--- src/rtl/svc_watchdog_pkg.sv ---
package svc_watchdog_pkg;
  localparam int REG_W = 16;
  localparam int ADDR_W = 3;
  localparam logic [ADDR_W-1:0] OFF_CTRL = 3'h0;
  localparam logic [ADDR_W-1:0] OFF_SVC  = 3'h2;
  localparam logic [ADDR_W-1:0] OFF_STAT = 3'h4;
  localparam int CB_SUSP   = 0;
  localparam int CB_EN     = 2;
  localparam int CB_RSTEN  = 3;
  localparam int CB_TO_LSB = 8;
  localparam int SB_TMO    = 1;
  localparam logic [REG_W-1:0] KEY_FIRST  = 16'h5555;
  localparam logic [REG_W-1:0] KEY_SECOND = 16'hAAAA;
  typedef enum logic {KS_IDLE, KS_ARMED} ks_state_t;
endpackage

--- src/rtl/wd_regs.sv ---
module wd_regs
  import svc_watchdog_pkg::*;
#(
  parameter int TO_W = 8
) (
  input  logic              clk,
  input  logic              por,
  input  logic              rst,
  input  logic              wr_en,
  input  logic [ADDR_W-1:0] addr,
  input  logic [REG_W-1:0]  wdata,
  input  logic              expire,
  output logic [TO_W-1:0]   to_val,
  output logic              rst_en,
  output logic              en,
  output logic              susp,
  output logic              susp_lock,
  output logic              en_load,
  output logic              status,
  output logic              wr_svc,
  output logic [REG_W-1:0]  rdata
);
  logic wr_ctrl;
  logic [REG_W-1:0] ctrl_word;
  logic [REG_W-1:0] stat_word;

  assign wr_ctrl = wr_en && (addr == OFF_CTRL);
  assign wr_svc  = wr_en && (addr == OFF_SVC);
  assign en_load = wr_ctrl && wdata[CB_EN] && !en;

  always_ff @(posedge clk) begin
    if (por || rst) begin
      to_val    <= '0;
      rst_en    <= 1'b0;
      en        <= 1'b0;
      susp      <= 1'b0;
      susp_lock <= 1'b0;
    end else if (wr_ctrl) begin
      to_val <= wdata[CB_TO_LSB +: TO_W];
      rst_en <= wdata[CB_RSTEN];
      en     <= en | wdata[CB_EN];
      if (!susp_lock) begin
        susp      <= wdata[CB_SUSP];
        susp_lock <= 1'b1;
      end
    end
  end

  // cause flag: only power-on clears it
  always_ff @(posedge clk) begin
    if (por) status <= 1'b0;
    else if (expire) status <= 1'b1;
  end

  always_comb begin
    ctrl_word = '0;
    ctrl_word[CB_TO_LSB +: TO_W] = to_val;
    ctrl_word[CB_RSTEN] = rst_en;
    ctrl_word[CB_EN]    = en;
    ctrl_word[CB_SUSP]  = susp;
    stat_word = '0;
    stat_word[SB_TMO] = status;
  end

  always_ff @(posedge clk) begin
    if (por || rst) rdata <= '0;
    else begin
      case (addr)
        OFF_CTRL: rdata <= ctrl_word;
        OFF_STAT: rdata <= stat_word;
        default:  rdata <= '0;
      endcase
    end
  end
endmodule

--- src/rtl/wd_keyseq.sv ---
module wd_keyseq
  import svc_watchdog_pkg::*;
(
  input  logic             clk,
  input  logic             clr,
  input  logic             wr_svc,
  input  logic [REG_W-1:0] wdata,
  output logic             reload
);
  ks_state_t state;

  assign reload = wr_svc && (state == KS_ARMED) && (wdata == KEY_SECOND);

  always_ff @(posedge clk) begin
    if (clr) state <= KS_IDLE;
    else if (wr_svc) state <= (wdata == KEY_FIRST) ? KS_ARMED : KS_IDLE;
  end
endmodule

--- src/rtl/wd_counter.sv ---
module wd_counter #(
  parameter int TO_W = 8
) (
  input  logic            clk,
  input  logic            clr,
  input  logic            en,
  input  logic            load,
  input  logic [TO_W-1:0] load_val,
  input  logic            reload,
  input  logic [TO_W-1:0] reload_val,
  input  logic            tick,
  input  logic            freeze,
  output logic            expire,
  output logic            tmo_pulse,
  output logic [TO_W-1:0] cnt
);
  logic step;

  assign step   = en && tick && !freeze;
  assign expire = step && (cnt == '0) && !reload && !load;

  always_ff @(posedge clk) begin
    if (clr) begin
      cnt       <= '0;
      tmo_pulse <= 1'b0;
    end else begin
      tmo_pulse <= expire;
      if (load)        cnt <= load_val;
      else if (reload) cnt <= reload_val;
      else if (expire) cnt <= reload_val;
      else if (step)   cnt <= cnt - 1'b1;
    end
  end
endmodule

--- src/rtl/svc_watchdog.sv ---
module svc_watchdog
  import svc_watchdog_pkg::*;
#(
  parameter int TO_W = 8
) (
  input  logic              clk,
  input  logic              por,
  input  logic              rst,
  input  logic              wr_en,
  input  logic [ADDR_W-1:0] addr,
  input  logic [REG_W-1:0]  wdata,
  output logic [REG_W-1:0]  rdata,
  input  logic              tick,
  input  logic              low_power,
  output logic              tmo_pulse,
  output logic              wd_rst_req
);
  logic            clr;
  logic [TO_W-1:0] to_val;
  logic            rst_en, en, susp, susp_lock, en_load, status, wr_svc;
  logic            reload, expire, freeze;
  logic [TO_W-1:0] cnt;

  assign clr    = por | rst;
  assign freeze = low_power & susp;

  wd_regs #(.TO_W(TO_W)) u_regs (
    .clk(clk), .por(por), .rst(rst), .wr_en(wr_en), .addr(addr),
    .wdata(wdata), .expire(expire), .to_val(to_val), .rst_en(rst_en),
    .en(en), .susp(susp), .susp_lock(susp_lock), .en_load(en_load),
    .status(status), .wr_svc(wr_svc), .rdata(rdata)
  );

  wd_keyseq u_keys (
    .clk(clk), .clr(clr), .wr_svc(wr_svc), .wdata(wdata), .reload(reload)
  );

  wd_counter #(.TO_W(TO_W)) u_cnt (
    .clk(clk), .clr(clr), .en(en), .load(en_load),
    .load_val(wdata[CB_TO_LSB +: TO_W]), .reload(reload),
    .reload_val(to_val), .tick(tick), .freeze(freeze), .expire(expire),
    .tmo_pulse(tmo_pulse), .cnt(cnt)
  );

  always_ff @(posedge clk) begin
    if (clr) wd_rst_req <= 1'b0;
    else if (expire && rst_en) wd_rst_req <= 1'b1;
  end
endmodule

--- config.mk ---
export PLATFORM = sky130hd
export DESIGN_NAME = svc_watchdog
export DESIGN_NICKNAME = d
export VERILOG_FILES = /design/src/rtl/svc_watchdog_pkg.sv /design/src/rtl/wd_regs.sv /design/src/rtl/wd_keyseq.sv /design/src/rtl/wd_counter.sv /design/src/rtl/svc_watchdog.sv
export SDC_FILE = /design/constraint.sdc
export NUM_CORES = 1
export LEC_CHECK = 0
export CELL_PAD_IN_SITES_DETAIL_PLACEMENT = 1
export CELL_PAD_IN_SITES_GLOBAL_PLACEMENT = 2
export CORE_MARGIN = 4
export CORE_UTILIZATION = 29
export CTS_CLUSTER_DIAMETER = 30
export CTS_CLUSTER_SIZE = 14
export DETAILED_ROUTE_END_ITERATION = 16
export GPL_TIMING_DRIVEN = 0
export PLACE_DENSITY_LB_ADDON = 0.25
export SYNTH_ARGS = -nofsm -noshare
export SYNTH_HDL_FRONTEND = slang
export SYNTH_HIERARCHICAL = 1
export SYNTH_SLANG_ARGS = --single-unit
--- constraint.sdc ---
create_clock -name clk -period 4 [get_ports clk]
set_clock_uncertainty 0.15 [all_clocks]
set_input_delay 1 -clock clk [delete_from_list [all_inputs] [get_ports clk]]
set_output_delay 1 -clock clk [all_outputs]
set_load 0.01 [all_outputs]
## Yosys cells after proc, flatten, opt, wreduce, memory -nomap -nowiden

Cells that the tools add are included.

| storage, ports and cells | value |
|---|---|
| register bits after elaboration | 40 |
| input port bits | 25 |
| output and inout port bits | 18 |
| word-level logic and storage cells | 47 |

| cells by class | value |
|---|---|
| add/sub/neg operators | 1 |
| equality and inequality tests | 4 |
| multiplexer cells | 6 |
| bitwise operators | 4 |
| reduce and logical (&&, ||, !) cells | 21 |

Operators with widths:

| cell | number |
|---|---|
| two-way mux 8 bit | 4 |
| case mux 16 bit (2 select lines) | 1 |
| equality test 16 x 15 -> 1 bit, second input constant | 1 |
| equality test 16 bit, second input constant | 1 |
| logical AND 1 bit | 12 |
| logical NOT 8 bit | 1 |
| subtractor 8 x 1 -> 8 bit, second input constant | 1 |
| logical NOT 1 bit | 4 |
| nonzero test 4 bit | 1 |
| equality test 3 x 2 -> 1 bit, second input constant | 1 |
| equality test 3 bit, second input constant | 1 |
| logical NOT 3 bit | 1 |
| bitwise OR 1 bit | 2 |
| AND reduction 2 bit | 1 |
| bitwise AND 1 bit | 1 |
| logical OR 1 bit | 1 |
| two-way mux 1 bit | 1 |
| inverter 1 bit | 1 |

## Depth between registers and ports, before layout

Gate-level depths: netlist of the first run.

| logic depth | value |
|---|---|
| depth in word-level cells | 10 |
| mapped depth | 10 |
| mapped depth without buffers | 8 |

## Cells and area by module

The synthesis of the first run kept the hierarchy.

Modules (own cells, without submodules):

| module | times used | cells each | area each (sq um) | seq. area each (sq um) |
|---|---|---|---|---|
| wd_regs | 1 | 91 | 848.3 | 500.5 |
| wd_counter | 1 | 91 | 779.5 | 180.2 |
| wd_keyseq | 1 | 14 | 151.4 | 20.0 |
| svc_watchdog | 1 | 5 | 46.3 | 20.0 |

## Worst setup path before layout of the first run

OpenSTA, ideal clock, no wires.

| path | value |
|---|---|
| path kind | input to register |
| from | input addr[0] |
| to | register u_cnt.cnt[6] |
| library setup time | 0.124 ns |
| arrival | 2.928 ns |
| required time | 3.726 ns |
| slack | 0.799 ns |
| cell stages on the path | 8 |
| path through | nor4bb_1 > nand3_1 > nor4_2 > buf_6 > inv_1 > a311o_2 > a221oi_1 > o21ai_0 |

| on the way | value |
|---|---|
| word-level cells in the longest chain between the ends | 10 |
| elaborated cells on any way between the ends | 16 |
| those cells by class | eq/ne: 1; mux: 3; reduce/logical: 12 |

Ends and longest elaborated chain:

| item | RTL line | source |
|---|---|---|
| start, declared | svc_watchdog.sv:10 | `input logic [ADDR_W-1:0] addr,` |
| equality test 3 x 2 -> 1 bit * | wd_regs.sv:28 | `assign wr_svc = wr_en && (addr == OFF_SVC);` |
| logical AND 1 bit * | wd_regs.sv:28 |  |
| logical AND 1 bit * (2 in series) | wd_keyseq.sv:12 | `assign reload = wr_svc && (state == KS_ARMED) && (wdata == KEY_SECOND);` |
| named net reload | svc_watchdog.sv:21 | `logic reload, expire, freeze;` |
| logical NOT 1 bit | wd_counter.sv:20 | `assign expire = step && (cnt == '0) && !reload && !load;` |
| logical AND 1 bit (2 in series) | wd_counter.sv:20 |  |
| two-way mux 8 bit | wd_counter.sv:30 | `else if (expire) cnt <= reload_val;` |
| two-way mux 8 bit | wd_counter.sv:29 | `else if (reload) cnt <= reload_val;` |
| two-way mux 8 bit | wd_counter.sv:28 | `if (load) cnt <= load_val;` |
| end signal, assigned | wd_counter.sv:28 |  |
| end signal, assigned | wd_counter.sv:29 |  |
| end signal, assigned | wd_counter.sv:30 |  |
| end, declared | wd_counter.sv:15 | `output logic [TO_W-1:0] cnt` |

Mark *: on every way through the listed nets, which the timed path passes. The rest lies on a longest branch.
A chain may end at the register's enable or synchronous reset.

## Final worst setup path of the first run

| path | value |
|---|---|
| from | input addr[0] |
| to | register u_cnt.cnt[6] |

| on the way | value |
|---|---|
| word-level cells in the longest chain between the ends | 10 |
| elaborated cells on any way between the ends | 16 |
| those cells by class | eq/ne: 1; mux: 3; reduce/logical: 12 |

Ends and longest elaborated chain:

| item | RTL line | source |
|---|---|---|
| equality test 3 x 2 -> 1 bit * | wd_regs.sv:28 |  |
| logical AND 1 bit * | wd_regs.sv:28 |  |
| named net wr_svc | svc_watchdog.sv:20 | `logic rst_en, en, susp, susp_lock, en_load, status, wr_svc;` |
| logical AND 1 bit * (2 in series) | wd_keyseq.sv:12 |  |
| named net reload | svc_watchdog.sv:21 |  |
| logical NOT 1 bit | wd_counter.sv:20 |  |
| logical AND 1 bit (2 in series) | wd_counter.sv:20 |  |
| two-way mux 8 bit | wd_counter.sv:30 |  |
| two-way mux 8 bit | wd_counter.sv:29 |  |
| two-way mux 8 bit | wd_counter.sv:28 |  |

Marked as above.

==> results of run 1 <==
## layer usage
layer / global-route usage, % / up-vias / part of all wire [%]
li1: - / 822 / -
met1: 20.8 / 775 / 49
met2: 22.6 / 44 / 45
met3: 3.22 / 12 / 4.6
met4: 5.02 / 0 / 2.1
met5: 0 / - / 0
## cells in the final DEF, fill, tap and decap left out, drive strengths merged, types with 2 or more instances in the layout
cell           count
inv                8
a311oi             2
clkdlybuf4s50     38
and3               2
a22oi              3
o22ai              3
ha                 2
a41oi              2
a31oi              2
nor2              11
and4bb             4
nor2b              3
nand2             24
and2              12
nor4b              3
mux2i              3
nor3b              2
or2                3
nand3              2
a21oi             15
nor4               5
a221oi             2
clkbuf            10
nor3               4
buf               10
or4b               2
clkinv             2
o21ai              5
nand3b             2
nand4              2
conb               4
xor2               2
dfxtp             36
or3                2
or4                2
## worst paths after layout
path | start | cells after the start | to | slack (ns)
worst min register to register | u_regs/susp | 2 | u_regs/susp | 0.33
worst max-delay path | addr[0] | 9 | u_cnt/cnt[6] | 0.26
worst min-delay path | u_regs/susp | 2 | u_regs/susp | 0.33
worst max register to register | u_keys/state | 7 | u_cnt/cnt[6] | 1.77
## final cells by class
| cell class | instances | share of cell area [%] |
|---|---|---|
| Buffer | 14 | 3.94 |
| Clock buffer | 6 | 3.42 |
| Clock inverter | 2 | 0.415 |
| Inverter | 8 | 1.24 |
| Multi-Input combinational cell | 146 | 41.4 |
| Sequential cell | 36 | 29.9 |
| Tap cell | 75 | 3.89 |
| Timing Repair Buffer | 38 | 15.8 |
## power by group through the flow
| stage | Combinational [uW] | Clock, uW | Sequential, uW |
|---|---|---|---|
| detailed placement | 73.1 | 0 | 372 |
| global placement | 73.1 | 0 | 372 |
| finish | 73.8 | 274 | 363 |
| CTS | 73.5 | 279 | 363 |
| floorplan | 33.4 | 0 | 371 |
| global route | 81.0 | 294 | 363 |
## what timing repair did
item                                   CTS  global route
resized for setup                        0             1
endpoints found under the hold margin    0             0
setup endpoints to repair                0             2
## per-stage QoR
step           TNS (ns)  hold slack [ns]
2_1_floorplan         0            0.266
3_3_place_gp     -0.162            0.311
3_5_place_dp     -0.342            0.302
4_1_cts               0            0.325
5_1_grt               0            0.355
6_report              0            0.331
## tightest hold or removal path, stage by stage (launching register included)
cell	delay (ns)
dfxtp_1	0.33
o21ai_2	0.05
a21oi_1	0.05
## cells by family after synthesis
logic type	Yosys count	share of synthesized area, %
simple gates	90	31.7
compound gates	45	17.8
mux	3	1.65
fa+ha+maj	2	1.37
flops	36	39.5
xor+xnor	2	0.960
buf+inv	22	6.85
other cells	1	0.205
==> results.toml, run 1 <==
[outcome]
outcome = "finished clean"

[placement]
dp_cells = 317
place_ws_ns = -0.161
hpwl_mm = 4.19
gp_congestion = 0.816
port_buffers = 38
dpl_cell_area_um2 = 2310

[cells_and_area]
fin_cells = 325
drive_gt1_share_pct = 13.2
seq_area_um2 = 721
largest_register_ffs = 12
multi_input_area_um2 = 1000
final_core_util_pct = 40.0
top_regs = "u_regs/rdata x12, u_cnt/cnt x8, u_regs/to_val x8"
finalInstanceArea_um2 = 2410
antenna_cells = 0
n_fill_cell = 706
top_register = "u_regs/rdata"
fin_nets = 276
syn_to_final_growth_pct = 32.1

[synthesis]
synth.most_common_cell = "dfxtp_1"
synth-async-reset-ratio_pct = 0
synth_commonest_cells = "dfxtp_1 (36), nand2_1 (24), a21oi_1 (15)"
synth-seq-cells = 36
seq_area_frac_synth_pct = 39.5
synthTopCellsByArea = "dfxtp_1 (39%), nand2_1 (4.9%), a21oi_1 (4.1%)"
synth_warnings = 6
syn_area_um2 = 1830
synth_area_leader_cell = "dfxtp_1"
synth_top_area_share_pct = 39.5
ys.flop_type = "dfxtp_1"
synth-edff-count = 0
syn_area_per_cell_um2 = 9.08
ys_types = 60
synthCells = 201

[power]
power.total_uw = 711
p_sw_uw = 174
p_int_uw = 537
sequentialPowerShare_pct = 51.1
peakVddDrop_uv = 139
swShare_pct = 24.4
power_leakage_uw = 0.000906
power.share.clock_pct = 38.5
comb_power_share_pct = 10.4
power.density_nw_per_um2 = 295

[floorplanning]
io_pins = 43
row_count = 28
die_area_um2 = 7630
core_um2 = 6030
initial_core_util_pct = 30.3
die_width_um = 87.3
dieHeight_um = 87.3

[sta]
rsz0062_at_grt = "false"
relSlewSlack_pct = 62.4
clock.fmax_mhz = 267
tightest_slew_ns = 0.559
worst_slack_ns = 0.258
finalCriticalPeriod_ns = 3.74
drv_slew = 0
setup_violations = 0
finalCritPeriodShare_pct = 93.6
hold_viol_final = 0

[critical_path]
path_class = "input port to flip-flop"
cpMaxStageDelayCell = "nor4bb_1"
startpoint_type = "input port"
crit_required_ns = 4.03
path_max_fanout = 10
crit_family = "simple AND/OR/NAND/NOR gates"
path_cells = "clkdlybuf4s50_1 > nor4bb_1 > nand3_1 > nor4_4 > buf_6 > inv_1 > a311o_2 > a221oi_1 > o21ai_0"
end_kind = "flip-flop"
crit_path_max_incr_delay_ns = 0.53
worstPathArrival_ns = 3.77
path_buf_inv = 3

[clock_tree]
htree_levels = 2
holdBufCountCts = 0
root_buffer = "clkbuf_8"
cts_sinks = 36
clock_latency_ns = 0.29
cts_tree = "yes"
cts_made_buffers = 5
cts.clk_slew.worst_paths_ns = 0.08
clockBufferDepth = 2
postCtsSetupRepairBufs = 0

[job]
maxCapViolations = 0

[detailed_routing]
drt_iter0_markers = 66
wl_per_cell_um = 16.3
dr_total_vias = 1653
dr.pass1.iters = 4
viasPerCell = 5.09
final_antenna_net_count = 0
drc_errors = 0
wirelength_mm = 5.30

[grt]
grt_pass1_vias = 1711
grt_max_degree = 12
grt_antenna_before_repair = 0
grt_pass1_wl_mm = 8.70
grt_use_total_pct = 14.9
gr-total-overflow = 0

[worst_hold_path]
hold_path.class = "flip-flop to flip-flop"
Power figures use the tool's default switching activity.
==> inputs of run 2 (changes only) <==
--- a/config.mk
+++ b/config.mk
@@ -7,7 +7,6 @@
 export LEC_CHECK = 0
 export CELL_PAD_IN_SITES_DETAIL_PLACEMENT = 1
 export CELL_PAD_IN_SITES_GLOBAL_PLACEMENT = 2
-export CORE_MARGIN = 4
 export CORE_UTILIZATION = 29
 export CTS_CLUSTER_DIAMETER = 30
 export CTS_CLUSTER_SIZE = 14
==> run 2 against run 1 <==
Against the previous run:
- non-clock buffer count unchanged
- maximum frequency grew 0.94%
- largest power group unchanged
- sequential power hardly changed
- global-route usage is 3.2 points higher
==> results.toml, run 2 (synthesis results as in run 1) <==
[outcome]
outcome = "finished clean"

[sta]
rsz0062_at_grt = "false"
hold_viol_final = 0
relSlewSlack_pct = 62.9
finalCritPeriodShare_pct = 92.7
drv_slew = 0
worst_slack_ns = 0.293
tns_ns = 0
tightest_slew_ns = 0.553
setup_violations = 0
finalCriticalPeriod_ns = 3.71
clock.fmax_mhz = 270

[power]
power_leakage_uw = 0.000896
power.total_uw = 684
peakVddDrop_uv = 154
power.density_nw_per_um2 = 285

[clock_tree]
htree_levels = 2
cts_sinks = 36
cts_tree = "yes"
clockBufferDepth = 2
postCtsSetupRepairBufs = 0
clock_latency_ns = 0.29
cts.clk_slew.worst_paths_ns = 0.07
cts_made_buffers = 5
root_buffer = "clkbuf_8"

[critical_path]
r2r_start = "u_regs/en"
path_cells = "clkdlybuf4s50_1 > nor4bb_1 > nand3_1 > nor4_4 > buf_6 > inv_1 > a311o_2 > a221oi_1 > o21ai_0"
r2r_end = "u_cnt/cnt[0]"
reg2regPathDepth = 6
path_class = "input port to flip-flop"
startpoint = "addr[1]"
r2r_setup_slack_ns = 1.75
startpoint_type = "input port"
crit_required_ns = 4.03
end_kind = "flip-flop"
worstPathArrival_ns = 3.73
crit_path_max_incr_delay_ns = 0.56
cpMaxStageDelayCell = "clkdlybuf4s50_1"
path_max_fanout = 10

[detailed_routing]
drt_iter0_markers = 31
dr_total_vias = 1651
wl_per_cell_um = 16.7
dr.pass1.iters = 5
final_antenna_net_count = 0
drc_errors = 0
viasPerCell = 5.10
wirelength_mm = 5.41

[floorplanning]
core_um2 = 5990
row_count = 28
die_width_um = 81.3
io_pins = 43
initial_core_util_pct = 30.5
dieHeight_um = 81.3
die_area_um2 = 6620

[job]
maxCapViolations = 0

[cells_and_area]
top_register = "u_regs/rdata"
drive_gt1_share_pct = 12.4
final_cell_mix = "clkdlybuf4s50_1 (38), dfxtp_1 (36), nand2_1 (24), a21oi_1 (15), and2_1 (12)"
fin_nets = 276
finalInstanceArea_um2 = 2400
seq_area_um2 = 721
n_fill_cell = 713
top_regs = "u_regs/rdata x12, u_cnt/cnt x8, u_regs/to_val x8"
final_core_util_pct = 40.0
syn_to_final_growth_pct = 31.3
final_common_cell = "clkdlybuf4s50_1"
largest_register_ffs = 12
antenna_cells = 0
multi_input_area_um2 = 1000

[placement]
gp_congestion = 0.821
place_ws_ns = -0.170
port_buffers = 38
dpl_cell_area_um2 = 2310
hpwl_mm = 4.18

[grt]
grt_pass1_vias = 1730
grt_antenna_before_repair = 0
grt_pass1_wl_mm = 8.72
grt_use_total_pct = 18.1
grt_max_degree = 11
gr-total-overflow = 0

[worst_hold_path]
hp-start = "u_regs/status"
holdPathStages = 2
hold_path.class = "flip-flop to flip-flop"
holdPathEnd = "u_regs/rdata[1]"
run 2: timing repair:
| item | CTS | global route |
|---|---|---|
| resized for setup | 0 | 1 |
| endpoints found under the setup margin | 0 | 1 |
| hold buffers | 0 | 0 |
run 2: how the worst max path moves through the flow:
stage                    to  slack [ns]  cells after the start
2_1_floorplan  u_cnt/cnt[6]        0.80                      8
3_5_place_dp   u_cnt/cnt[6]       -0.17                      9
3_3_place_gp   u_cnt/cnt[6]       -0.11                      9
6_report       u_cnt/cnt[6]        0.29                      9
5_1_grt        u_cnt/cnt[6]        0.12                      9
4_1_cts        u_cnt/cnt[6]        0.14                      9
run 2: report_power, final:
part / leakage [uW] / switching [uW] / internal (uW)
sequential: 0.000290 / 2.78 / 360
clock: 0.0000410 / 128 / 118
combinational: 0.000565 / 34.5 / 39.4
run 2: area by class of cell:
type / instances / area share, %
inverters: 8 / 1.25
clock inverters: 1 / 0.209
multi-input cells: 146 / 41.7
flip-flops and latches: 36 / 30.1
well taps: 75 / 3.91
plain buffers: 14 / 3.97
repair buffers: 38 / 15.9
clock buffers: 6 / 3.03
run 2: critical path: cells and delay by family:
kind	cells	cell delay [ns]
AOI/OAI and AO/OA	3	0.69
buffers and inverters	3	0.91
and+or+nand+nor	3	1.13
run 2: per-layer routing:
metal	global-route usage, %	up-vias	routed length (um)
met3	3.82	8	182
met5	0	-	0
met1	22.8	796	2590
met2	30.6	31	2590
li1	-	816	-
met4	5.36	0	56
run 2: through the flow:
stage	hold WS [ns]	std cells
2_1_floorplan	0.266	204
3_3_place_gp	0.286	317
3_5_place_dp	0.292	317
4_1_cts	0.300	324
5_1_grt	0.337	324
6_report	0.307	324
==> inputs of run 3 (changes only) <==
--- a/config.mk
+++ b/config.mk
@@ -13,6 +13,7 @@
 export DETAILED_ROUTE_END_ITERATION = 16
 export GPL_TIMING_DRIVEN = 0
 export PLACE_DENSITY_LB_ADDON = 0.25
+export SLEW_MARGIN = 20
 export SYNTH_ARGS = -nofsm -noshare
 export SYNTH_HDL_FRONTEND = slang
 export SYNTH_HIERARCHICAL = 1
==> results of run 3 <==
No change in the layout: final DEF, timing and power equal those of run 2.
